`src/rtl/keyed_wdt_pkg.sv`:
```
package keyed_wdt_pkg;
  localparam int ADDR_W = 3;

  localparam logic [ADDR_W-1:0] A_MODE  = 3'd0;
  localparam logic [ADDR_W-1:0] A_LEN   = 3'd1;
  localparam logic [ADDR_W-1:0] A_KICK  = 3'd2;
  localparam logic [ADDR_W-1:0] A_STAT  = 3'd3;
  localparam logic [ADDR_W-1:0] A_IVAL  = 3'd4;
  localparam logic [ADDR_W-1:0] A_SWRST = 3'd5;

  localparam logic [7:0]  MODE_KEY  = 8'h22;
  localparam logic [4:0]  LEN_KEY   = 5'h08;
  localparam logic [15:0] KICK_KEY  = 16'h1971;
  localparam logic [15:0] SWRST_KEY = 16'h1209;

  typedef struct packed {
    logic dual;
    logic flag;
    logic irqSel;
    logic extEn;
    logic extPol;
    logic en;
  } mode_t;

  // control -> datapath strobes
  typedef struct packed {
    logic kick;
    logic swReset;
  } strobe_t;

  // datapath -> control events
  typedef struct packed {
    logic wdtRst;
    logic anyRst;
  } event_t;
endpackage

```
`src/rtl/keyed_wdt_ctrl.sv`:
```
module keyed_wdt_ctrl
  import keyed_wdt_pkg::*;
#(
  parameter int TO_W = 11,
  parameter int IVAL_W = 11,
  parameter logic [TO_W-1:0] DEF_TIMEOUT = '1
) (
  input  logic              clk,
  input  logic              porRst_n,
  input  logic              wrEn,
  input  logic [ADDR_W-1:0] addr,
  input  logic [31:0]       wrData,
  output logic [31:0]       rdData,
  output mode_t             modeQ,
  output logic [TO_W-1:0]   timeoutQ,
  output strobe_t           strobe,
  input  event_t            evt,
  output logic [1:0]        statQ,
  output logic [IVAL_W-1:0] ivalQ
);
  localparam int TO_LSB = 5;

  logic modeWr, lenWr, ivalWr;
  logic unusedHi;

  assign modeWr = wrEn && addr == A_MODE && wrData[31:24] == MODE_KEY;
  assign lenWr  = wrEn && addr == A_LEN && wrData[4:0] == LEN_KEY;
  assign ivalWr = wrEn && addr == A_IVAL;
  assign strobe.kick    = wrEn && addr == A_KICK && wrData[15:0] == KICK_KEY;
  assign strobe.swReset = wrEn && addr == A_SWRST && wrData[15:0] == SWRST_KEY;
  assign unusedHi = ^wrData[23:16];

  always_ff @(posedge clk or negedge porRst_n) begin
    if (!porRst_n) begin
      modeQ    <= '0;
      timeoutQ <= DEF_TIMEOUT;
      statQ    <= '0;
      ivalQ    <= '1;
    end else begin
      if (evt.anyRst)
        modeQ <= '0;
      else if (modeWr)
        modeQ <= '{dual: wrData[6], flag: wrData[4], irqSel: wrData[3],
                   extEn: wrData[2], extPol: wrData[1], en: wrData[0]};
      if (lenWr)  timeoutQ <= wrData[TO_LSB +: TO_W];
      if (ivalWr) ivalQ <= wrData[IVAL_W-1:0];
      if (evt.wdtRst)     statQ[1] <= 1'b1;
      if (strobe.swReset) statQ[0] <= 1'b1;
    end
  end

  always_comb begin
    rdData = '0;
    case (addr)
      A_MODE: rdData[6:0] = {modeQ.dual, 1'b0, modeQ.flag, modeQ.irqSel,
                             modeQ.extEn, modeQ.extPol, modeQ.en};
      A_LEN:  rdData[TO_LSB +: TO_W] = timeoutQ;
      A_STAT: rdData[31:30] = statQ;
      A_IVAL: rdData[IVAL_W-1:0] = ivalQ;
      default: rdData = '0;
    endcase
  end
endmodule

```
`src/rtl/keyed_wdt_dp.sv`:
```
module keyed_wdt_dp
  import keyed_wdt_pkg::*;
#(
  parameter int TO_W = 11,
  parameter int TICK_DIV = 512,
  parameter int PULSE_LEN = 16
) (
  input  logic            clk,
  input  logic            porRst_n,
  input  mode_t           modeQ,
  input  logic [TO_W-1:0] timeoutQ,
  input  strobe_t         strobe,
  output event_t          evt,
  output logic            irq,
  output logic            sysRst,
  output logic            extRst
);
  localparam int PRE_W = (TICK_DIV > 2) ? $clog2(TICK_DIV) : 1;
  localparam int PL_W  = $clog2(PULSE_LEN + 1);
  localparam logic [PRE_W-1:0] PRE_LAST = PRE_W'(TICK_DIV - 1);

  logic [PRE_W-1:0] preCnt;
  logic [TO_W-1:0]  cnt;
  logic [PL_W-1:0]  pulseCnt;
  logic irqQ, polL, extEnL;
  logic tick, expire, armed, hold;

  always_comb begin
    tick   = modeQ.en && preCnt == PRE_LAST;
    expire = tick && cnt <= TO_W'(1) && !strobe.kick;
    armed  = modeQ.dual ? irqQ : !modeQ.irqSel;
    evt.wdtRst = expire && armed && !strobe.swReset;
    evt.anyRst = evt.wdtRst || strobe.swReset;
    hold   = !modeQ.en || strobe.kick || evt.anyRst;
  end

  always_ff @(posedge clk or negedge porRst_n) begin
    if (!porRst_n) begin
      preCnt   <= '0;
      cnt      <= '0;
      irqQ     <= 1'b0;
      pulseCnt <= '0;
      polL     <= 1'b0;
      extEnL   <= 1'b0;
    end else begin
      if (hold || tick) preCnt <= '0;
      else              preCnt <= preCnt + 1'b1;

      if (hold)      cnt <= timeoutQ;
      else if (tick) cnt <= (cnt <= TO_W'(1)) ? timeoutQ : cnt - 1'b1;

      if (strobe.kick || evt.anyRst)             irqQ <= 1'b0;
      else if (expire && (modeQ.irqSel || modeQ.dual)) irqQ <= 1'b1;

      if (evt.anyRst) begin
        pulseCnt <= PL_W'(PULSE_LEN);
        polL     <= modeQ.extPol;
        extEnL   <= modeQ.extEn;
      end else if (pulseCnt != '0) begin
        pulseCnt <= pulseCnt - 1'b1;
      end
    end
  end

  assign irq    = irqQ;
  assign sysRst = pulseCnt != '0;
  assign extRst = (sysRst && extEnL) ? polL : ~modeQ.extPol;
endmodule

```
`src/rtl/keyed_wdt.sv`:
```
module keyed_wdt
  import keyed_wdt_pkg::*;
#(
  parameter int TICK_DIV = 512,
  parameter int PULSE_LEN = 16,
  parameter logic [10:0] DEF_TIMEOUT = 11'h7FF
) (
  input  logic        clk,
  input  logic        porRst_n,
  input  logic        wrEn,
  input  logic [2:0]  addr,
  input  logic [31:0] wrData,
  output logic [31:0] rdData,
  output logic        irq,
  output logic        sysRst,
  output logic        extRst
);
  localparam int TO_W = 11;
  localparam int IVAL_W = 11;

  mode_t             modeQ;
  logic [TO_W-1:0]   timeoutQ;
  strobe_t           strobe;
  event_t            evt;
  logic [1:0]        statQ;
  logic [IVAL_W-1:0] ivalQ;

  keyed_wdt_ctrl #(.TO_W(TO_W), .IVAL_W(IVAL_W), .DEF_TIMEOUT(DEF_TIMEOUT)) u_ctrl (
    .clk(clk), .porRst_n(porRst_n), .wrEn(wrEn), .addr(addr), .wrData(wrData),
    .rdData(rdData), .modeQ(modeQ), .timeoutQ(timeoutQ), .strobe(strobe),
    .evt(evt), .statQ(statQ), .ivalQ(ivalQ)
  );

  keyed_wdt_dp #(.TO_W(TO_W), .TICK_DIV(TICK_DIV), .PULSE_LEN(PULSE_LEN)) u_dp (
    .clk(clk), .porRst_n(porRst_n), .modeQ(modeQ), .timeoutQ(timeoutQ),
    .strobe(strobe), .evt(evt), .irq(irq), .sysRst(sysRst), .extRst(extRst)
  );
endmodule

```
`config.mk`:
```
export PLATFORM = sky130hd
export DESIGN_NAME = keyed_wdt
export DESIGN_NICKNAME = d
export VERILOG_FILES = /design/src/rtl/keyed_wdt_pkg.sv /design/src/rtl/keyed_wdt_ctrl.sv /design/src/rtl/keyed_wdt_dp.sv /design/src/rtl/keyed_wdt.sv
export SDC_FILE = /design/constraint.sdc
export NUM_CORES = 1
export LEC_CHECK = 0
export BUFFER_PORTS_ARGS = -buffer_cell sky130_fd_sc_hd__buf_2
export CAP_MARGIN = 0
export CORE_MARGIN = 3
export CORE_UTILIZATION = 40
export CTS_CLUSTER_SIZE = 24
export DETAILED_ROUTE_END_ITERATION = 8
export GPL_TIMING_DRIVEN = 0
export SYNTH_ARGS = -nofsm -noshare
export SYNTH_HDL_FRONTEND = slang
export SYNTH_SLANG_ARGS = --single-unit
export TNS_END_PERCENT = 10
```
`constraint.sdc`:
```
create_clock -name clk -period 3.4 [get_ports clk]
set_clock_uncertainty 0.15 [all_clocks]
set_input_delay 0.34 -clock clk [delete_from_list [all_inputs] [get_ports clk]]
set_output_delay 0.34 -clock clk [all_outputs]
set_load 0.03 [all_outputs]
```
* Yosys cells after proc, flatten, opt, wreduce, memory -nomap -nowiden
Cells that the tools add are included.
** Word-level totals
- Register bits :: 58
- Bits in latches :: 0
- Memory bits (writable) :: 0
- Memory bits (read-only) :: 0
- Output and inout port bits :: 35
- Word-level logic and storage cells :: 80
- Memories :: 0
** Cells by class
- Add/sub/neg operators :: 3
- $mul :: 0
- Div/mod/pow operators :: 0
- Magnitude comparators :: 1
- Eq/ne operators :: 10
- Shift operators :: 0
- Mux-type cells :: 17
- Bitwise operators :: 1
- Reductions and logical operators :: 32
** Operators with widths (number)
- 2-to-1 mux 11 bit :: 3
- equality test 16 x 13 -> 1 bit (second input constant) :: 2
- logical AND 1 bit :: 16
- 2-to-1 mux 5 bit :: 3
- 2-to-1 mux 6 bit :: 2
- less-or-equal comparator 11 x 1 -> 1 bit (second input constant) :: 1
- subtractor 11 x 1 -> 11 bit (second input constant) :: 1
- one-hot mux 5 bit (2 select lines) :: 1
- adder 9 x 1 -> 9 bit (second input constant) :: 1
- equality test 9 bit (second input constant) :: 1
- 2-to-1 mux 9 bit :: 1
- equality test 8 x 6 -> 1 bit (second input constant) :: 1
- one-hot mux 4 bit (2 select lines) :: 1
- nonzero test 2 bit :: 4
- equality test 3 x 2 -> 1 bit (second input constant) :: 2
- equality test 3 bit (second input constant) :: 2
- logical OR 1 bit :: 6
- one-hot mux 2 bit (3 select lines) :: 1
- equality test 5 x 4 -> 1 bit (second input constant) :: 1
- nonzero test 5 bit :: 1
- subtractor 5 x 1 -> 5 bit (second input constant) :: 1
- zero test 1 bit :: 4
- 2-to-1 mux 1 bit :: 4
- equality test 3 x 1 -> 1 bit (second input constant) :: 1
- 3 further kinds :: 3

* Depth between registers and ports, before layout
Gate-level depths: netlist of run 1.
- Word-level depth :: 11
- Gate-level depth with buffers :: 11

* By module
Synthesis of run 1 repeated with hierarchy kept, for this count alone.
** Second synthesis, totals
- Cell total of the unflattened synthesis :: 317
- Area, all modules :: 3410.8 um2
** By module, submodules not included
- keyed_wdt_ctrl :: instances 1, cells each 149, area each 1756.7 um2, sequential area each 778.2 um2
- keyed_wdt_dp :: instances 1, cells each 168, area each 1654.1 um2, sequential area each 700.7 um2

* Worst setup path after synthesis of run 1
OpenSTA, ideal clock, no wires.
- Path type :: register to register
- From :: reg u_dp.preCnt[0]
- To :: reg u_dp.pulseCnt[2]
- Arrival :: 2455 ps
- Data required time :: 3098 ps
- Path slack :: 642 ps
- Cell stages (with the launch flop) :: 12
- Path buffers :: 1
- Path through :: dfrtp_1 > ha_1 > nand3_1 > nor2_1 > and3_1 > ha_1 > nand2_1 > o21bai_1 > or3_1 > o21bai_1 > clkbuf_1 > nor3_1
** On the way
- Longest elaborated chain between the ends :: 8
- Elaborated cells between the ends (all ways) :: 9
- Those cells by class :: eq/ne (1); mux (1); reduce/logical (7)
** Ends and longest elaborated chain
- start, declared :: RTL line keyed_wdt_dp.sv:22 : logic [PRE_W-1:0] preCnt;
- start signal, assigned :: RTL line keyed_wdt_dp.sv:47 : else preCnt <= preCnt + 1'b1;
- equality test 9 bit (*) :: RTL line keyed_wdt_dp.sv:29 : tick = modeQ.en && preCnt == PRE_LAST;
- logical AND 1 bit (*) :: RTL line keyed_wdt_dp.sv:29
- logical AND 1 bit (*) (2 in series) :: RTL line keyed_wdt_dp.sv:30 : expire = tick && cnt <= TO_W'(1) && !strobe.kick;
- logical AND 1 bit (*) (2 in series) :: RTL line keyed_wdt_dp.sv:32 : evt.wdtRst = expire && armed && !strobe.swReset;
- logical OR 1 bit (*) :: RTL line keyed_wdt_dp.sv:33 : evt.anyRst = evt.wdtRst || strobe.swReset;
- 2-to-1 mux 5 bit or nonzero test 2 bit (tied branches)
- end signal, assigned :: RTL line keyed_wdt_dp.sv:56 : pulseCnt <= PL_W'(PULSE_LEN);
- end signal, assigned :: RTL line keyed_wdt_dp.sv:60 : pulseCnt <= pulseCnt - 1'b1;
- end, declared :: RTL line keyed_wdt_dp.sv:24 : logic [PL_W-1:0] pulseCnt;
Every way passes the cells marked *; elsewhere a longest branch is shown, timed or not.
A chain may end at the register's enable or synchronous reset.

* Worst setup path after layout of run 1
- From :: reg u_dp.preCnt[0]
- To :: reg u_dp.irqQ, in the netlist u_dp.irq
** On the way
- Longest elaborated chain between the ends :: 9
- Elaborated cells between the ends (all ways) :: 11
- Those cells by class :: eq/ne (1); mux (1); reduce/logical (9)
** Ends and longest elaborated chain
- equality test 9 bit (*) :: RTL line keyed_wdt_dp.sv:29
- logical AND 1 bit (*) :: RTL line keyed_wdt_dp.sv:29
- logical AND 1 bit (*) (2 in series) :: RTL line keyed_wdt_dp.sv:30
- logical AND 1 bit (2 in series) :: RTL line keyed_wdt_dp.sv:32
- logical OR 1 bit :: RTL line keyed_wdt_dp.sv:33
- logical OR 1 bit :: RTL line keyed_wdt_dp.sv:52 : if (strobe.kick || evt.anyRst) irqQ <= 1'b0;
- 2-to-1 mux 1 bit or nonzero test 2 bit (tied branches)
- end signal, assigned :: RTL line keyed_wdt_dp.sv:41 : irqQ <= 1'b0;
- end signal, assigned :: RTL line keyed_wdt_dp.sv:52
- end signal, assigned :: RTL line keyed_wdt_dp.sv:53 : else if (expire && (modeQ.irqSel || modeQ.dual)) irqQ <= 1'b1;
- end, declared :: RTL line keyed_wdt_dp.sv:25 : logic irqQ, polL, extEnL;
Marks and branches as above.

==> results.json, run 1 <==
{
  "htreeDepth": 3,
  "grt_pass1_vias": 2469,
  "clk_latency_ns": 0.34,
  "antennaDiodeCount": 0,
  "yosys_most_used_dff": "dfrtp_1",
  "drive_above_1_share_pct": 35.7,
  "gr-total-overflow": 0,
  "io_pins": 73,
  "worstPathRequired_ns": 3.43,
  "dr.pass1.iters": 4,
  "seq_power_share_pct": 44.2,
  "maxCapViolCount": 0,
  "hp-start": "wrData[14]",
  "grt_use_met1_pct": 24.2,
  "period_share_pct": 90.8,
  "antenna_left": 0,
  "tightest_slew_ns": 0.872,
  "min_period_ns": 3.09,
  "cts_buffers": 9,
  "synth_top_area_cell": "dfrtp_1",
  "ys_seq_elements": 58,
  "layout.cells.non_filler": 497,
  "die_width_um": 96.2,
  "final_area_mm2": 0.00392,
  "slew_headroom_pct": 41.4,
  "gp_congestion": 0.832,
  "wl_per_cell_um": 15.2,
  "met2_usage_pct": 26.3,
  "fin_setup_tns_ns": 0,
  "cts_sinks": 58,
  "cp.arrival_ns": 3.12,
  "maxSlewViolCount": 0,
  "reg2reg_from": "u_dp.preCnt[0]",
  "rsz0062_at_grt": "no",
  "final_nets": 434,
  "power_leakage_nw": 1.88,
  "status": "finished clean",
  "setup_ws_ns": 0.313,
  "p_per_area_mw_per_mm2": 488,
  "avgViaCountPerCell": 5.21,
  "grt_pass1_wl_um": 12300,
  "synth_edf_count": 0,
  "clock_path_buffers": 2,
  "rows": 32,
  "p_switching_mw": 0.535,
  "path_clk_slew_ns": 0.07,
  "globalRouteTotalUtil_pct": 17.3,
  "worst_setup_path_start_kind": "flip-flop",
  "grt_util_met3_pct": 4.14,
  "sw_frac_of_total_pct": 27.9,
  "port_buffers": 50,
  "async_flop_share_pct": 100,
  "hp-class": "in2reg",
  "drc": 0,
  "dieArea_mm2": 0.00925,
  "antenna_found_initial": 0,
  "cts_tree": "done",
  "endpoint_kind": "flip-flop",
  "avgSynthCellArea_um2": 10.3,
  "seqCellArea_mm2": 0.00148,
  "hold_ws_ns": 0.102,
  "finalHoldViolations": 0,
  "netlist.area_leader.share_pct": 27.7,
  "final_util_pct": 50.2,
  "finalPower_mw": 1.91,
  "ys.warnings.count": 0,
  "area_delta_synth_final_pct": 20.6,
  "post-place-ws_ns": 0.0106,
  "clockPowerShare_pct": 37.1,
  "path_class": "reg2reg",
  "post_dp_cell_area_mm2": 0.00368,
  "grt_max_degree": 59,
  "ys_seq_area_share_pct": 45.5,
  "fillers": 764,
  "start_util_pct": 41.7,
  "synthesis.area_mm2": 0.00325,
  "setup.worst_path.start": "u_dp.preCnt[0]",
  "p_int_mw": 1.38,
  "die_height_um": 96.2,
  "top_usage_layer": "met2",
  "synth.distinct_cells": 54,
  "synthesis.instances": 315,
  "setup_viol": 0,
  "multi_input_area_mm2": 0.00164,
  "fmax_ghz": 0.324,
  "synth_area_leaders": "dfrtp_1, dfstp_2, mux2_2",
  "drt_iter0_drc": 124,
  "ir_drop_uv": 329,
  "vias": 2590,
  "pwr-share-comb_pct": 18.7,
  "path_max_fanout": 10,
  "wl_um": 7570,
  "dp_cells": 480,
  "post_cts_buffers": 0,
  "root_buffer": "clkbuf_8",
  "dp_hpwl_um": 5490,
  "core_mm2": 0.00781
}
==> path summary, 6_finish.rpt <==
kind	to	slack, ns	cells past startpoint
min in group asynchronous	u_ctrl.modeQ[1]	0.47	2
hold reg to reg	u_ctrl.statQ[1]	0.31	2
setup / recovery	u_dp.irq	0.31	11
setup reg to reg	u_dp.irq	0.31	11
hold / removal	u_ctrl.timeoutQ[9]	0.10	2
max in group asynchronous	u_dp.cnt[4]	2.15	2
==> logic make-up (layout without fill, tap and decap cells) <==
group / Yosys count / after routing / share of synthesized area [%]
flip-flops: 58 / 58 / 45.5
buffers and inverters: 35 / 102 / 5.93
adder cells (fa/ha/maj): 6 / 6 / 2.31
other: 1 / 14 / 0.115
AO/OA/AOI/OAI: 40 / 40 / 8.81
XOR/XNOR: 9 / 9 / 2.42
multiplexers: 43 / 43 / 14.5
AND/OR/NAND/NOR: 123 / 123 / 20.5
==> power groups by stage <==
| stage | sequential [mW] | combinational (mW) | clock [mW] |
|---|---|---|---|
| CTS | 0.846 | 0.361 | 0.732 |
| global placement | 0.856 | 0.353 | 0 |
| floorplan | 0.843 | 0.269 | 0 |
| detailed placement | 0.858 | 0.359 | 0 |
| global route | 0.858 | 0.400 | 0.761 |
| finish | 0.846 | 0.359 | 0.710 |
==> worst max-delay path, stage by stage (launching register included) <==
cell and delay [ns]:
dfrtp_1 0.38, ha_1 0.20, nand3_1 0.12, nor2_1 0.18, and3_1 0.18, ha_1 0.29, nand2_1 0.13, o21bai_1 0.23
or3_1 0.42, o21bai_2 0.28, clkbuf_2 0.30, nor3_1 0.08
==> layer usage <==
layer  wire length [µm]  share of wire, %
met1               3500                46
met2               3560                47
met3                412               5.4
met4                 95               1.3
met5                  0                 0
==> registers in the layout, indices dropped and copies added, names as in the netlist <==
signal and cells:
u_ctrl.timeoutQ 11, u_dp.extEnL 1, u_dp.cnt 11, u_ctrl.ivalQ 11, u_dp.preCnt 9, u_ctrl.statQ 2, u_dp.pulseCnt 5, u_dp.polL 1
u_ctrl.modeQ 6, u_dp.irq 1
==> layout make-up <==
| cell class | instances | area share [%] |
|---|---|---|
| plain buffers | 25 | 3.99 |
| multi-input cells | 235 | 41.8 |
| clock buffers | 11 | 3.61 |
| well taps | 102 | 3.25 |
| repair buffers | 51 | 6.70 |
| clock inverters | 5 | 1.98 |
| inverters | 10 | 0.957 |
| flip-flops and latches | 58 | 37.7 |
==> what timing repair did <==
action                     CTS  global route
gates resized for setup      0             4
hold buffers                 0             1
hold endpoints to repair     0            36
setup endpoints to repair    0            21
==> placed cells by master, fill, tap and decap left out, drive strengths merged, types with 10 or more instances in the layout <==
master / synthesis / routed
mux2: 29 / 29
conb: 1 / 14
clkbuf: 9 / 20
dfrtp: 36 / 36
inv: 10 / 10
dfstp: 22 / 22
nand2: 15 / 15
nor2: 42 / 42
and2: 10 / 10
mux2i: 14 / 14
buf: 16 / 66
==> cell usage after synthesis, types with 2 or more instances <==
cell and n:
or3b_1 2, xor2_1 3, and3_1 4, inv_1 10, a21oi_1 9, mux2i_1 14, and2_1 10, o211ai_1 2
dfstp_2 22, buf_4 14, nor3_1 8, clkbuf_1 9, or3_1 4, o22a_1 6, ha_1 6, nand3_1 9
o21ai_0 3, xnor2_1 6, nor4b_1 5, or4b_2 2, a22oi_1 5, nand2_1 15, nor2_1 42, dfrtp_1 36
o31ai_1 2, o221ai_1 3, nand4_1 5, mux2_2 27, nor4_1 2, or2_1 2, o21bai_1 3, nor2b_1 3
(Power assumes the default switching activity.)
==> inputs of run 2 (changes only) <==
Settings changed: MAX_ROUTING_LAYER set to met4, PLACE_DENSITY set to 0.62.
==> run 2 against run 1 <==
Die area stayed put. Fmax hardly changed. Final cell count stayed put. Combinational power hardly changed. Sequential power hardly changed. Non-clock buffer count stayed put. Sequential share of layout area is 0.29 points higher. Register-to-register slack hardly changed. Critical path depth stayed put. First-iteration DRC count is 7.3% lower. Worst setup slack worse by 0.0023 ns. Wire length is 0.33% lower. Critical path type unchanged. Critical endpoint unchanged.
==> results.json, run 2 (synthesized netlist as in run 1, its figures left out) <==
{
  "finalHoldViolations": 0,
  "status": "finished clean",
  "antenna_found_initial": 0,
  "final_nets": 434,
  "reg2reg_from": "u_dp.preCnt[0]",
  "hp-class": "in2reg",
  "avgViaCountPerCell": 5.26,
  "grt_pass1_wl_um": 12300,
  "post_dp_cell_area_mm2": 0.00368,
  "drt_iter0_drc": 115,
  "power_leakage_nw": 1.87,
  "cts_tree": "done",
  "start_util_pct": 41.7,
  "p_int_mw": 1.31,
  "setup_viol": 0,
  "rows": 32,
  "min_to": "u_ctrl.timeoutQ[7]",
  "antennaDiodeCount": 0,
  "drive_above_1_share_pct": 35.2,
  "grt_pass1_vias": 2505,
  "sw_frac_of_total_pct": 28.5,
  "gp_congestion": 0.852,
  "period_share_pct": 90.9,
  "clk_latency_ns": 0.34,
  "die_height_um": 96.2,
  "cts_sinks": 58,
  "globalRouteTotalUtil_pct": 18.0,
  "final_area_mm2": 0.00389,
  "io_pins": 73,
  "min_path_cells": 2,
  "vias": 2614,
  "clock_path_buffers": 2,
  "endpoint_kind": "flip-flop",
  "ir_drop_uv": 307,
  "p_per_area_mw_per_mm2": 469,
  "rsz0062_at_grt": "no",
  "fmax_ghz": 0.324,
  "dp_hpwl_um": 5510,
  "hold_ws_ns": 0.0968,
  "reg.largest.list": "u_ctrl.ivalQ (11), u_ctrl.timeoutQ (11), u_dp.cnt (11)",
  "dieArea_mm2": 0.00925,
  "timing.rr.end": "u_dp.irq",
  "wl_per_cell_um": 15.2,
  "fillers": 772,
  "final_cell_mix": "buf_2, nor2_1, dfrtp_1",
  "path_clk_slew_ns": 0.07,
  "core_mm2": 0.00781,
  "antenna_left": 0,
  "hp-start": "wrData[12]",
  "cts_buffers": 9,
  "die_width_um": 96.2,
  "worst_setup_path_start_kind": "flip-flop",
  "clockPowerShare_pct": 34.1,
  "worstPathRequired_ns": 3.43,
  "gr-total-overflow": 0,
  "maxCapViolCount": 0,
  "min_period_ns": 3.09,
  "slew_headroom_pct": 41.5,
  "port_buffers": 50,
  "root_buffer": "clkbuf_8",
  "maxSlewViolCount": 0,
  "wl_um": 7540,
  "area_delta_synth_final_pct": 19.7,
  "tightest_slew_ns": 0.870,
  "pwr-share-comb_pct": 19.5,
  "cp.arrival_ns": 3.12,
  "ff2ff_path_depth": 11,
  "grt_max_degree": 59,
  "path_max_fanout": 10,
  "layout_commonest_cell": "buf_2",
  "p_switching_mw": 0.521,
  "path_class": "reg2reg",
  "drc": 0,
  "fin_setup_tns_ns": 0,
  "r2r_slack_ns": 0.31,
  "dr.pass1.iters": 4,
  "htreeDepth": 3,
  "seq_power_share_pct": 46.4
}
run 2: timing repair:
action	4_1_cts	5_1_grt
gates cloned	0	0
endpoints found under the setup margin	4	19
hold buffers	0	1
hold endpoints to repair	0	36
gates resized for setup	1	2
setup buffers	0	0
run 2: critical path, stage by stage, from the launching register on:
cell      delay (ns)
dfrtp_1         0.39
ha_1            0.20
nand3_1         0.12
nor2_1          0.18
and3_1          0.18
ha_1            0.29
nand2_1         0.14
o21bai_1        0.23
or3_1           0.41
o21bai_2        0.27
clkbuf_2        0.30
nor3_1          0.08
run 2: layout make-up:
cell class	instances	area (µm²)	area share, %
buffer	25	156	4.02
clock buffer	13	149	3.83
clock inverter	3	40.0	1.03
inverter	10	37.5	0.965
multi-input combinational	235	1640	42.1
sequential	58	1480	38.0
tap	102	128	3.28
timing repair buffer	51	263	6.75
run 2: metal layers:
| metal | GRT usage [%] | routed length (µm) | up-vias |
|---|---|---|---|
| met4 | 5.09 | 95 | 0 |
| met3 | 5.32 | 375 | 8 |
| met2 | 26.5 | 3610 | 73 |
| met5 | - | 0 | - |
| met1 | 24.0 | 3460 | 1284 |
| li1 | - | - | 1249 |
run 2: how the worst max path moves through the flow:
stage                     slack [ns]           start  depth (start not counted)          endpoint
after CTS                       0.05  u_dp.preCnt[0]                          8       u_dp.cnt[1]
after floorplan                 0.64  u_dp.preCnt[0]                         11  u_dp.pulseCnt[2]
after global routing            0.08  u_dp.preCnt[0]                         11          u_dp.irq
final                           0.31  u_dp.preCnt[0]                         11          u_dp.irq
after detailed placement        0.01  u_dp.preCnt[0]                         11  u_dp.pulseCnt[2]
after global placement          0.06  u_dp.preCnt[0]                         11          u_dp.irq
run 2: power groups by stage:
| stage | combinational, mW | sequential [mW] | clock (mW) |
|---|---|---|---|
| after floorplan | 0.269 | 0.843 | 0 |
| final | 0.356 | 0.847 | 0.624 |
| after global placement | 0.351 | 0.855 | 0 |
| after global routing | 0.404 | 0.861 | 0.680 |
| after CTS | 0.358 | 0.847 | 0.651 |
| after detailed placement | 0.356 | 0.859 | 0 |
run 2: metrics by stage:
step	util (%)	power (mW)	setup slack [ns]	instances
after floorplan	-	1.11	0.642	328
after global placement	47.1	1.21	0.0568	480
after detailed placement	47.1	1.22	0.0149	480
after CTS	49.6	1.86	0.0526	496
after global routing	49.8	1.94	0.0784	497
final	49.8	1.83	0.311	497
==> inputs of run 3 (changes only) <==
Settings changed: CORE_UTILIZATION 40 to 45, PLACE_DENSITY 0.62 to 0.68, REMOVE_ABC_BUFFERS set to 1.
==> run 3 against run 2 <==
Clock power grew 15%. Via count shrank 4.6%. First-iteration DRC count rose by 50%. Critical path type unchanged. Largest cell class unchanged. Largest power group unchanged.
==> results.json, run 3 (synthesized netlist as in run 1, its figures left out) <==
{
  "status": "finished clean",
  "final_nets": 410,
  "maxSlewViolCount": 0,
  "met2_usage_pct": 26.4,
  "gr-total-overflow": 0,
  "vias": 2495,
  "globalRouteTotalUtil_pct": 18.3,
  "antenna_found_initial": 0,
  "slowest_delay_ns": 0.43,
  "wl_um": 7160,
  "power_leakage_nw": 1.78,
  "grt_pass1_wl_um": 11900,
  "fmax_ghz": 0.324,
  "p_per_area_mw_per_mm2": 506,
  "dieArea_mm2": 0.00828,
  "top_usage_layer": "met2",
  "drive_above_1_share_pct": 34.0,
  "final_util_pct": 54.8,
  "area_delta_synth_final_pct": 16.5,
  "grt_max_degree": 59,
  "grt_pass1_vias": 2446,
  "avgViaCountPerCell": 5.34,
  "clock_path_buffers": 2,
  "slew_headroom_pct": 38.1,
  "dp_hpwl_um": 5240,
  "worst_setup_path_start_kind": "flip-flop",
  "grt_util_met3_pct": 4.72,
  "io_pins": 73,
  "tightest_slew_ns": 0.921,
  "maxCapViolCount": 0,
  "path_clk_slew_ns": 0.07,
  "gp_congestion": 0.839,
  "worstPathRequired_ns": 3.48,
  "endpoint_kind": "flip-flop",
  "slowest_stage": "or3_1",
  "hp-class": "in2reg",
  "reg.largest.list": "u_ctrl.ivalQ (11), u_ctrl.timeoutQ (11), u_dp.cnt (11)",
  "cts_buffers": 9,
  "post_cts_buffers": 0,
  "ir_drop_uv": 334,
  "cts_sinks": 58,
  "rows": 30,
  "crit_chain": "ha_1 -> nand3_1 -> nor2_1 -> and3_1 -> ha_1 -> nand2_1 -> o21bai_1 -> or3_1 -> o21bai_4 -> mux2_2",
  "final_area_mm2": 0.00379,
  "final_cell_mix": "buf_2, nor2_1, dfrtp_1",
  "root_buffer": "clkbuf_8",
  "period_share_pct": 90.9,
  "rsz0062_at_grt": "no",
  "port_buffers": 50,
  "antenna_left": 0,
  "finalHoldViolations": 0,
  "layout_commonest_cell": "buf_2",
  "finalPower_mw": 1.92,
  "min_period_ns": 3.09,
  "fin_setup_tns_ns": 0,
  "cp.arrival_ns": 3.17,
  "htreeDepth": 3,
  "dr.pass1.iters": 4,
  "cts_tree": "done",
  "die_height_um": 91.0,
  "core_mm2": 0.00691,
  "antennaDiodeCount": 0,
  "path_class": "reg2reg",
  "die_width_um": 91.0,
  "wl_per_cell_um": 15.3,
  "post_dp_cell_area_mm2": 0.00353,
  "drc": 0,
  "setup_viol": 0,
  "grt_use_met1_pct": 24.8,
  "path_max_fanout": 14,
  "clk_latency_ns": 0.34,
  "start_util_pct": 47.1,
  "drt_iter0_drc": 173,
  "crit_top_cell": "ha_1"
}
run 3: cell count changes in the layout (fill, tap and decap cells not counted), sizes merged:
cell      delta
buf         -15
clkbuf      -13
clkinvlp     +2
inv          +2
bufinv       +1
clkinv       -1
run 3: worst max-delay path, delay by kind of cell, from the launching register on:
family / cells / cell delay, ns
simple gates: 5 / 1.05
compound gates: 2 / 0.57
fa+ha+maj: 2 / 0.45
flops: 1 / 0.39
mux: 1 / 0.38
run 3: worst paths after layout:
check	from	slack, ns	cells after the start	to
min reg2reg	u_dp.preCnt[0]	0.34	1	u_dp.preCnt[0]
min	wrData[14]	0.1	2	u_ctrl.timeoutQ[9]
min in group asynchronous	porRst_n	0.46	2	u_dp.preCnt[5]
max	u_dp.preCnt[0]	0.31	10	u_dp.extEnL
max in group asynchronous	porRst_n	2.17	2	u_dp.pulseCnt[3]
max reg2reg	u_dp.preCnt[0]	0.31	10	u_dp.extEnL
run 3: layout make-up:
cell class                      instances  area, µm²
Fill cell                             655       3120
Multi-Input combinational cell        235       1660
Sequential cell                        58       1480
Timing Repair Buffer                   52        270
Clock buffer                            9        124
Tap cell                               96        120
Clock inverter                          7        101
Inverter                               10       37.5
run 3: power by group:
| group | total (mW) | switching (mW) | internal, mW |
|---|---|---|---|
| logic | 0.345 | 0.198 | 0.147 |
| registers | 0.851 | 0.0595 | 0.791 |
| clock network | 0.720 | 0.301 | 0.418 |
| total | 1.92 | 0.559 | 1.36 |
run 3: metal layers:
metal  part of all wire [%]  vias up  routed length [µm]
met2                     46       60                3270
li1                       -     1201                   -
met4                    1.3        0                  96
met1                     48     1224                3460
met5                      0        -                   0
met3                    4.6       10                 328
run 3: repair_timing:
item,CTS,global route
resized for setup,1,1
endpoints found under the setup margin,2,2
cloned,0,0
hold buffers,0,1
endpoints found under the hold margin,0,36
run 3: per-stage QoR:
| stage | cells | hold WS, ns | setup WS, ns |
|---|---|---|---|
| finish | 467 | 0.0980 | 0.310 |
| global route | 467 | 0.0957 | 0.130 |
| global placement | 449 | 0.297 | -0.678 |
| floorplan | 303 | -0.106 | 0.238 |
| detailed placement | 450 | 0.312 | -0.201 |
| CTS | 466 | 0.0822 | 0.139 |
